### config.mk
export PLATFORM = sky130hd
export DESIGN_NAME = sweep_timer_mgr
export DESIGN_NICKNAME = d
export VERILOG_FILES = /design/src/rtl/tmr_pkg.sv /design/src/rtl/tmr_store.sv /design/src/rtl/tmr_sweep.sv /design/src/rtl/tmr_host.sv /design/src/rtl/tmr_update.sv /design/src/rtl/sweep_timer_mgr.sv
export SDC_FILE = /design/constraint.sdc
export NUM_CORES = 2
export LEC_CHECK = 0
export BUFFER_PORTS_ARGS = -buffer_cell sky130_fd_sc_hd__buf_2
export CORE_UTILIZATION = 57
export CTS_CLUSTER_SIZE = 14
export DETAILED_ROUTE_END_ITERATION = 16
export PLACE_DENSITY = 0.77
export RECOVER_POWER = 100
export SYNTH_ARGS = -nofsm -noshare
export SYNTH_HDL_FRONTEND = slang
export SYNTH_MEMORY_MAX_BITS = 65536
export SYNTH_SLANG_ARGS = --single-unit
### constraint.sdc
create_clock -name clk -period 9.75 [get_ports clk]
set_input_delay 0 -clock clk [delete_from_list [all_inputs] [get_ports clk]]
set_output_delay 0 -clock clk [all_outputs]
set_load 0.02 [all_outputs]
### src/rtl/tmr_pkg.sv
package tmr_pkg;
  parameter int unsigned TMR_CNT_W = 32;

  typedef logic [TMR_CNT_W-1:0] cnt_t;

  typedef struct packed {
    cnt_t count;
    cnt_t reload;
    logic run;
    logic periodic;
  } tmr_entry_t;

  typedef enum logic [1:0] {
    OP_LOAD  = 2'd0,
    OP_START = 2'd1,
    OP_STOP  = 2'd2,
    OP_RESET = 2'd3
  } tmr_op_e;

  typedef enum logic [1:0] {
    EV_NONE   = 2'd0,
    EV_EXPIRE = 2'd1,
    EV_RESET  = 2'd2,
    EV_STOP   = 2'd3
  } tmr_ev_e;
endpackage

### src/rtl/tmr_store.sv
module tmr_store #(
  parameter int unsigned DEPTH = 64,
  parameter int unsigned AW    = $clog2(DEPTH)
) (
  input  logic                     clk,
  input  logic [AW-1:0]            rd_addr,
  output tmr_pkg::tmr_entry_t      rd_data,
  input  logic                     wr_en,
  input  logic [AW-1:0]            wr_addr,
  input  tmr_pkg::tmr_entry_t      wr_data
);
  tmr_pkg::tmr_entry_t mem [DEPTH];

  always_ff @(posedge clk) begin
    if (wr_en) mem[wr_addr] <= wr_data;
    rd_data <= mem[rd_addr];
  end
endmodule

### src/rtl/tmr_sweep.sv
module tmr_sweep #(
  parameter int unsigned NUM_TIMERS = 64,
  parameter int unsigned IDX_W      = $clog2(NUM_TIMERS)
) (
  input  logic             clk,
  input  logic             rst,
  output logic [IDX_W-1:0] ptr,
  output logic             init,
  output logic             s_vld,
  output logic [IDX_W-1:0] s_idx
);
  localparam logic [IDX_W-1:0] LAST = IDX_W'(NUM_TIMERS - 1);

  always_ff @(posedge clk) begin
    if (rst) begin
      ptr   <= '0;
      init  <= 1'b1;
      s_vld <= 1'b0;
      s_idx <= '0;
    end else begin
      s_vld <= !init;
      s_idx <= ptr;
      ptr   <= (ptr == LAST) ? '0 : ptr + 1'b1;
      if (init && ptr == LAST) init <= 1'b0;
    end
  end

  AST_SWEEP_STEP: assert property (@(posedge clk) disable iff (rst)
    s_vld && $past(s_vld) |-> s_idx == (($past(s_idx) == LAST) ? '0 : $past(s_idx) + 1'b1));
endmodule

### src/rtl/tmr_host.sv
module tmr_host #(
  parameter int unsigned NUM_TIMERS = 64,
  parameter int unsigned IDX_W      = $clog2(NUM_TIMERS)
) (
  input  logic                 clk,
  input  logic                 rst,
  input  logic                 init,
  input  logic                 cmd_valid,
  output logic                 cmd_ready,
  input  logic [1:0]           cmd_op,
  input  logic [IDX_W-1:0]     cmd_idx,
  input  tmr_pkg::cnt_t        cmd_value,
  input  logic                 cmd_periodic,
  input  logic                 s_vld,
  input  logic [IDX_W-1:0]     s_idx,
  output logic                 hit,
  output tmr_pkg::tmr_op_e     h_op,
  output tmr_pkg::cnt_t        h_value,
  output logic                 h_periodic
);
  logic             busy;
  logic [IDX_W-1:0] h_idx;
  logic [IDX_W:0]   wait_cnt;

  assign cmd_ready = !init && !busy;
  assign hit       = busy && s_vld && (h_idx == s_idx);

  always_ff @(posedge clk) begin
    if (rst) begin
      busy       <= 1'b0;
      h_idx      <= '0;
      h_op       <= tmr_pkg::OP_LOAD;
      h_value    <= '0;
      h_periodic <= 1'b0;
    end else if (cmd_valid && cmd_ready) begin
      busy       <= 1'b1;
      h_idx      <= cmd_idx;
      h_op       <= tmr_pkg::tmr_op_e'(cmd_op);
      h_value    <= cmd_value;
      h_periodic <= cmd_periodic;
    end else if (hit) begin
      busy <= 1'b0;
    end
  end

  always_ff @(posedge clk) begin
    if (rst || !busy) wait_cnt <= '0;
    else              wait_cnt <= wait_cnt + 1'b1;
  end

  AST_HOST_BOUND: assert property (@(posedge clk) disable iff (rst)
    busy |-> wait_cnt < (IDX_W+1)'(NUM_TIMERS));
endmodule

### src/rtl/tmr_update.sv
module tmr_update (
  input  logic                 s_vld,
  input  logic                 hit,
  input  tmr_pkg::tmr_op_e     h_op,
  input  tmr_pkg::cnt_t        h_value,
  input  logic                 h_periodic,
  input  tmr_pkg::tmr_entry_t  cur,
  input  logic                 cur_exp,
  output logic                 we,
  output tmr_pkg::tmr_entry_t  nxt,
  output logic                 exp_set,
  output logic                 exp_clr,
  output tmr_pkg::tmr_ev_e     kind
);
  import tmr_pkg::*;

  always_comb begin
    nxt     = cur;
    we      = 1'b0;
    exp_set = 1'b0;
    exp_clr = 1'b0;
    kind    = EV_NONE;
    if (s_vld) begin
      if (hit) begin
        we = 1'b1;
        case (h_op)
          OP_LOAD: begin
            nxt.count    = h_value;
            nxt.reload   = h_value;
            nxt.periodic = h_periodic;
            nxt.run      = 1'b0;
          end
          OP_START: nxt.run = 1'b1;
          OP_STOP: begin
            nxt.run = 1'b0;
            if (cur_exp) begin
              exp_clr = 1'b1;
              kind    = EV_STOP;
            end
          end
          default: begin
            nxt.count = cur.reload;
            nxt.run   = 1'b1;
            if (cur_exp) begin
              exp_clr = 1'b1;
              kind    = EV_RESET;
            end
          end
        endcase
      end else if (cur.run) begin
        we = 1'b1;
        if (cur.count <= TMR_CNT_W'(1)) begin
          exp_set = 1'b1;
          kind    = EV_EXPIRE;
          if (cur.periodic) begin
            nxt.count = cur.reload;
          end else begin
            nxt.count = '0;
            nxt.run   = 1'b0;
          end
        end else begin
          nxt.count = cur.count - 1'b1;
        end
      end
    end
  end
endmodule

### src/rtl/sweep_timer_mgr.sv
module sweep_timer_mgr #(
  parameter int unsigned NUM_TIMERS = 64,
  parameter int unsigned WORD_W     = 32,
  parameter int unsigned PAGE_SIZE  = 16,
  localparam int unsigned IDX_W     = $clog2(NUM_TIMERS),
  localparam int unsigned NW        = NUM_TIMERS / WORD_W,
  localparam int unsigned NP        = NUM_TIMERS / PAGE_SIZE,
  localparam int unsigned SEL_W     = (NW > 1) ? $clog2(NW) : 1,
  localparam int unsigned PSEL_W    = (NP > 1) ? $clog2(NP) : 1
) (
  input  logic                          clk,
  input  logic                          rst,
  input  logic                          cmd_valid,
  output logic                          cmd_ready,
  input  logic [1:0]                    cmd_op,
  input  logic [IDX_W-1:0]              cmd_idx,
  input  logic [tmr_pkg::TMR_CNT_W-1:0] cmd_value,
  input  logic                          cmd_periodic,
  output logic                          ev_valid,
  output logic [IDX_W-1:0]              ev_idx,
  output logic [1:0]                    ev_kind,
  input  logic [SEL_W-1:0]              stat_sel,
  output logic [WORD_W-1:0]             stat_word,
  input  logic [PSEL_W-1:0]             page_sel,
  output logic [PAGE_SIZE-1:0]          page_word
);
  import tmr_pkg::*;

  logic [IDX_W-1:0] ptr, s_idx;
  logic             init, s_vld, hit, h_periodic;
  tmr_op_e          h_op;
  cnt_t             h_value;
  tmr_entry_t       rd_entry, upd_entry, wr_entry;
  logic             upd_we, wr_en, exp_set, exp_clr;
  logic [IDX_W-1:0] wr_addr;
  tmr_ev_e          kind;
  logic [NUM_TIMERS-1:0] exp_q;

  tmr_sweep #(.NUM_TIMERS(NUM_TIMERS), .IDX_W(IDX_W)) u_sweep (
    .clk(clk), .rst(rst), .ptr(ptr), .init(init), .s_vld(s_vld), .s_idx(s_idx));

  tmr_host #(.NUM_TIMERS(NUM_TIMERS), .IDX_W(IDX_W)) u_host (
    .clk(clk), .rst(rst), .init(init), .cmd_valid(cmd_valid), .cmd_ready(cmd_ready),
    .cmd_op(cmd_op), .cmd_idx(cmd_idx), .cmd_value(cmd_value), .cmd_periodic(cmd_periodic),
    .s_vld(s_vld), .s_idx(s_idx), .hit(hit), .h_op(h_op), .h_value(h_value),
    .h_periodic(h_periodic));

  tmr_update u_update (
    .s_vld(s_vld), .hit(hit), .h_op(h_op), .h_value(h_value), .h_periodic(h_periodic),
    .cur(rd_entry), .cur_exp(exp_q[s_idx]), .we(upd_we), .nxt(upd_entry),
    .exp_set(exp_set), .exp_clr(exp_clr), .kind(kind));

  // clearing pass writes zero entries at the pointer, then the sweep writes back
  assign wr_en    = init ? 1'b1 : upd_we;
  assign wr_addr  = init ? ptr : s_idx;
  assign wr_entry = init ? '0 : upd_entry;

  tmr_store #(.DEPTH(NUM_TIMERS), .AW(IDX_W)) u_store (
    .clk(clk), .rd_addr(ptr), .rd_data(rd_entry),
    .wr_en(wr_en), .wr_addr(wr_addr), .wr_data(wr_entry));

  always_ff @(posedge clk) begin
    if (rst) begin
      exp_q    <= '0;
      ev_valid <= 1'b0;
      ev_idx   <= '0;
      ev_kind  <= EV_NONE;
    end else begin
      if (exp_set)      exp_q[s_idx] <= 1'b1;
      else if (exp_clr) exp_q[s_idx] <= 1'b0;
      ev_valid <= (kind != EV_NONE);
      ev_idx   <= s_idx;
      ev_kind  <= kind;
    end
  end

  logic [WORD_W-1:0]    words [NW];
  logic [PAGE_SIZE-1:0] pages [NP];

  for (genvar w = 0; w < NW; w++) begin : g_word
    assign words[w] = exp_q[w*WORD_W +: WORD_W];
  end
  for (genvar p = 0; p < NP; p++) begin : g_page
    assign pages[p] = exp_q[p*PAGE_SIZE +: PAGE_SIZE];
  end

  always_ff @(posedge clk) begin
    if (rst) begin
      stat_word <= '0;
      page_word <= '0;
    end else begin
      stat_word <= words[stat_sel];
      page_word <= pages[page_sel];
    end
  end

  AST_EXPIRE_FLAGGED: assert property (@(posedge clk) disable iff (rst)
    ev_valid && ev_kind == EV_EXPIRE |-> exp_q[ev_idx]);
  AST_STOP_CLEARS: assert property (@(posedge clk) disable iff (rst)
    ev_valid && ev_kind == EV_STOP |-> !exp_q[ev_idx]);
  AST_RESET_CLEARS: assert property (@(posedge clk) disable iff (rst)
    ev_valid && ev_kind == EV_RESET |-> !exp_q[ev_idx]);
  AST_PULSE_DISTINCT: assert property (@(posedge clk) disable iff (rst)
    ev_valid && $past(ev_valid) |-> ev_idx != $past(ev_idx));
  AST_NO_EVENT_IN_CLEAR: assert property (@(posedge clk) disable iff (rst)
    init |-> !ev_valid && !cmd_ready);
endmodule

# --- After elaboration in Yosys (flattened, before gate mapping) ---
# Memories as Yosys holds them, arrays and structs flattened. A register that Yosys moved wholly into a read port is not among the register bits.
# Cells that the tools add are included.
word_totals:
  elab_cells: 100
  ff_bits: 177
  out_inout_bits: 58
  memories: 1
  input_bits: 47
  ram_bits: 4224
memory_table:
  columns: ["name", "words", "width", "rd", "rd_ports_with_merged_regs", "write_ports", "line", "rtl"]
  rows:
  - ["u_store.mem", 64, 66, 1, 1, 1, "tmr_store.sv:12", "tmr_pkg::tmr_entry_t mem [DEPTH];"]
op_classes:
  muxes: 52
  magnitude_cmp: 5
  n_bitwise: 5
  n_reduce_logical: 16
  add_sub_neg: 2
  eq_ne: 4
op_table:
  columns: ["cell", "n"]
  rows:
  - ["2-to-1 mux 32 bit", 9]
  - ["2-to-1 mux 66 bit", 2]
  - ["2-to-1 mux 64 bit", 2]
  - ["bitwise AND 64 bit", 1]
  - ["NOT 64 bit", 1]
  - ["OR 64 bit", 1]
  - ["case mux 32 bit (2 select lines)", 1]
  - ["binary-select mux 16 bit (select 2 bit)", 1]
  - ["<= comparator 32 x 1 -> 1 bit (second input constant)", 1]
  - ["2-to-1 mux 16 bit", 2]
  - ["subtractor 32 x 1 -> 32 bit (second input constant)", 1]
  - ["2-to-1 mux 1 bit", 26]
  - ["2-to-1 mux 2 bit", 5]
  - ["OR reduction 2 bit", 4]
  - ["less-than comparator 6 x 7 -> 1 bit (second input constant)", 1]
  - ["adder 6 x 1 -> 6 bit (second input constant)", 1]
  - ["binary-select mux 1 bit (select 6 bit)", 1]
  - ["demux 1 bit (select 6 bit)", 1]
  - ["== test 6 bit", 1]
  - ["== test 6 bit (second input constant)", 1]
  - [">= comparator 6 x 1 -> 1 bit (second input constant)", 1]
  - ["logical AND 1 bit", 6]
  - ["2-to-1 mux 6 bit", 1]
  - ["nonzero test 2 bit", 3]
  - ["other kinds (9)", 10]

# --- Longest topological paths before layout ---
depth:
  ltp_word: 8
  ltp_mapped: 11
  mapped_depth_nobuf: 8

# --- By module ---
# From an unflattened synthesis, not the netlist that was laid out.
hier_totals:
  hier_cells: 8157
  area_unflattened_um2: 171285.5
by_module_without_submodules:
  columns: ["module", "area_per_inst_um2", "n_inst", "cells_each", "seq_area_each_um2"]
  rows:
  - ["tmr_store", 160496.4, 1, 6852, 128162.9]
  - ["sweep_timer_mgr", 5969.5, 1, 641, 2422.3]
  - ["tmr_update", 2790.2, 1, 428, 0.0]
  - ["tmr_host", 1582.8, 1, 195, 840.8]
  - ["tmr_sweep", 446.7, 1, 41, 280.3]

# --- Least setup slack after synthesis ---
# OpenSTA, ideal clock, no wires.
synth_timing:
  path_type: "register to register"
  start: "register u_sweep.s_idx[1]"
  end: "memory u_store.mem[0][1] (netlist name) (data pin)"
  path_buffers: 4
  path_stages_with_launch: 10
  t_arrival_ns: 7.787
  setup_ns: 1.286
  path_slack_ns: 0.676
  cell_sequence: "dfxtp_1 buf_2 xor2_1 or4_1 clkbuf_1 or2_2 clkbuf_1 buf_2 o221a_2 a2111oi_0"
synth_lines:
  columns: ["element", "line", "rtl"]
  rows:
  - ["start, declared", "tmr_sweep.sv:10", "output logic [IDX_W-1:0] s_idx"]
  - ["start signal, assigned", "tmr_sweep.sv:22", "s_idx <= ptr;"]
  - ["end, declared", "tmr_store.sv:12", null]

# --- Worst setup path after layout ---
layout_timing:
  start: "register u_sweep.s_idx[2]"
  end: "memory u_store.mem[29][56] (netlist name) (enable)"
layout_between:
  elab_chain_cells: 7
layout_rtl:
  columns: ["element", "line", "rtl"]
  rows:
  - ["== test 6 bit", "tmr_host.sv:26", "assign hit = busy && s_vld && (h_idx == s_idx);"]
  - ["logical AND 1 bit", "tmr_host.sv:26", null]
  - ["2-to-1 mux 1 bit", "tmr_update.sv:24", "if (hit) begin"]
  - ["2-to-1 mux 1 bit", "tmr_update.sv:23", "if (s_vld) begin"]
  - ["2-to-1 mux 1 bit", "sweep_timer_mgr.sv:54", "assign wr_en = init ? 1'b1 : upd_we;"]
  - ["2-to-1 mux 1 bit", "tmr_store.sv:15", "if (wr_en) mem[wr_addr] <= wr_data;"]
  - ["2-to-1 mux 1 bit (not written as such)", "tmr_store.sv:15", null]
# Several ways; a longest one is shown, not always the timed one.

==> flow_summary.ini <==
[floorplan]
core-area_um2 = 300000
num_io_pins = 105
die_w_um = 551
die_area_um2 = 304000
start_util_pct = 57.3
fp.dieH_um = 551
fp-row-count = 201

[place]
placed_area_um2 = 179000
dpl_worst_slack_ps = 3890
hpwl_um = 260000
place.gp.congestion = 0.928
dp_cells = 11400
port_buffers = 104

[cts]
h-tree-depth = 5
postCtsHoldBufs = 127
cts_tree = yes
clk_latency_ps = 1020
clk_path_buf_depth = 4
cts-root-buf = clkbuf_16
numCtsBuffers = 424
clk_transition_reported_paths_ps = 60
cts_setup_buffers = 0
cts.sinks = 4467
ctsResizeCount = 0

[worst_setup_path]
crit_required_ps = 10240
startpoint = u_sweep.s_idx[2]
start_kind = register
cp.arrival_ps = 8640
worstSetupPathType = register to register
cp-end-kind = register
reg2reg_from = u_sweep.s_idx[2]
path_max_fanout = 39

[power]
power_density_nw_per_um2 = 203
switching_share_pct = 22.0
power.leakage_nw = 48.9
seqPwrFrac_pct = 53.8
combPwrFrac_pct = 4.1
p_switching_mw = 8.64
ir_drop_v = 0.000170
internal_power_mw = 30.6
pwr-share-clk_pct = 42.1

[run]
cap_viol_max_count = 165

[layout]
nets = 8044
finish.utilization_pct = 64.3
drive_above_1_share_pct = 27.6
syn_to_final_growth_pct = 12.2
fin_area_um2 = 193000
finalNonFillerCells = 12300

[outcome]
failed_checks = capacitance limit, slew limit
status = complete, but fails checks

[detailed_routing]
drc = 0
wl_um = 515000
vias = 90400
post_drt_wl_per_cell_um = 41.8
first_pass_iters = 10
drt_iter0_drc = 15700
viasPerCell = 7.33
drtAntennaViolNets = 0

[yosys]
syn-mean-instance-area_um2 = 22.9
yosysSeqAreaShare_pct = 76.6
netlist_area_um2 = 172000
ys_dominant_reg_cell = edfxtp_1
synth_warnings = 0
synth_cells = 7514
synth_edf_count = 4224
ys_seq_elements = 4467
synthArstFlopShare_pct = 0
ys_types = 66
syn_nets = 7569

[global_routing]
grt_max_degree = 147
grt_usage_pct = 34.2
grt_pass1_wl_um = 710000
antenna_found_initial = 40
grt-ovfl-total = 0
grt_pass1_vias = 89600

[sta]
timing.final.crit_share_pct = 83.6
min_period_ps = 8150
relSlewSlack_pct = -230
rsz0062_at_grt = false
clock_skew_ps = 76.9
final.setup.tns_ps = 0
hold_viol = 0
drv_slew = 5856
worst_slew_pin_slew_ps = 4950
clock.fmax_ghz = 0.123
setup-violations-final = 0
worst_slack_ps = 1600

[worst_hold_path]
min_from = page_sel[1]
hold_path_class = input pin to register
synthesized netlist by cell type (24+ instances only):
| library cell | instances | share of area, % |
|---|---|---|
| a21oi_1 | 170 | 0.49 |
| nand2b_1 | 62 | 0.23 |
| buf_1 | 120 | 0.26 |
| a22oi_1 | 37 | 0.16 |
| mux2i_1 | 37 | 0.22 |
| mux4_2 | 1418 | 19 |
| o21ai_1 | 26 | 0.076 |
| dfxtp_1 | 243 | 2.8 |
| nor2b_1 | 28 | 0.10 |
| o21ai_0 | 85 | 0.25 |
| edfxtp_1 | 4224 | 74 |
| nand2_1 | 226 | 0.49 |
| nor2_1 | 216 | 0.47 |
| nor3_1 | 24 | 0.070 |
| clkbuf_1 | 305 | 0.67 |
| nand4_1 | 24 | 0.087 |
path summary, 6_finish.rpt:
check / slack, ps / end / cells past startpoint
worst max register to register: 1600 / u_store.mem[29][56] / 8
worst max-delay path: 1600 / u_store.mem[29][56] / 8
worst min-delay path: 230 / page_word[13] / 4
worst min register to register: 490 / u_host.h_idx[5] / 2
critical path, cell delays in order (launching register included):
cell,delay (ps)
dfxtp_1,300
clkbuf_1,1000
xor2_1,190
or4_1,850
o21ai_0,490
a32o_1,350
nand2_1,350
nor2_1,810
clkbuf_1,3210
sequential cells by signal, summed over array words and instances, names as in the netlist, named ones only:
| name | flops |
|---|---|
| ev_valid | 1 |
| stat_word | 32 |
| u_host.h_periodic | 1 |
| u_sweep.s_idx | 6 |
| u_sweep.ptr | 6 |
| ev_kind | 2 |
| u_host.h_op | 2 |
| u_sweep.init | 1 |
| u_sweep.s_vld | 1 |
| page_word | 16 |
| u_store.rd_data | 66 |
| ev_idx | 6 |
| u_host.h_value | 32 |
| u_store.mem | 4224 |
| u_host.h_idx | 6 |
| u_host.busy | 1 |
placed cells by master (no fill, tap or decap), types with 90 or more instances in the layout:
cell | synthesis | layout
nand2_1 | 226 | 225
clkbuf_16 | 0 | 425
buf_4 | 0 | 133
a21oi_1 | 170 | 154
dlygate4sd3_1 | 0 | 127
nor2_1 | 216 | 202
mux4_2 | 1418 | 1418
edfxtp_1 | 4224 | 4224
o21ai_0 | 85 | 100
dfxtp_1 | 243 | 237
clkinv_2 | 0 | 90
clkbuf_1 | 305 | 258
layout make-up:
cell class / count / area [µm²]
antenna: 18 / 45.0
clock buffer: 537 / 11200
clock inverter: 253 / 2560
fill: 18300 / 107000
inverter: 15 / 56.3
multi-input combinational: 2590 / 38900
sequential: 4467 / 132000
tap: 3958 / 4950
timing repair buffer: 491 / 3410
power by group through the flow:
| stage | Sequential, mW | Combinational (mW) | Clock, mW |
|---|---|---|---|
| 3_5_place_dp | 21.5 | 1.55 | 0 |
| 4_1_cts | 21.1 | 1.61 | 16.5 |
| 6_report | 21.1 | 1.61 | 16.5 |
| 3_3_place_gp | 21.4 | 1.54 | 0 |
| 2_1_floorplan | 21.3 | 1.07 | 0 |
| 5_1_grt | 21.1 | 1.65 | 17.3 |
cell families after synthesis:
kind of cell	share of synthesized area, %
buffers and inverters	1.01
AOI/OAI and AO/OA	1.47
xor gates and xnor gates	0.0917
muxes	18.8
and+or+nand+nor	1.95
DFF	76.6
adders and majority gates	0.0582
routing by layer:
metal	GRT usage (%)	share of wire (%)
met1	43.1	32
met2	52.5	46
met3	9.21	13
met4	23.7	8.5
met5	0	0.050
per-stage QoR:
stage	total power [mW]	hold WS, ps
final	39.2	230
after global routing	40.0	270
after CTS	39.2	7.67
after detailed placement	23.0	250
after global placement	23.0	245
after floorplan	22.4	79.8
Note: power is estimated with default switching activity, not from simulation.
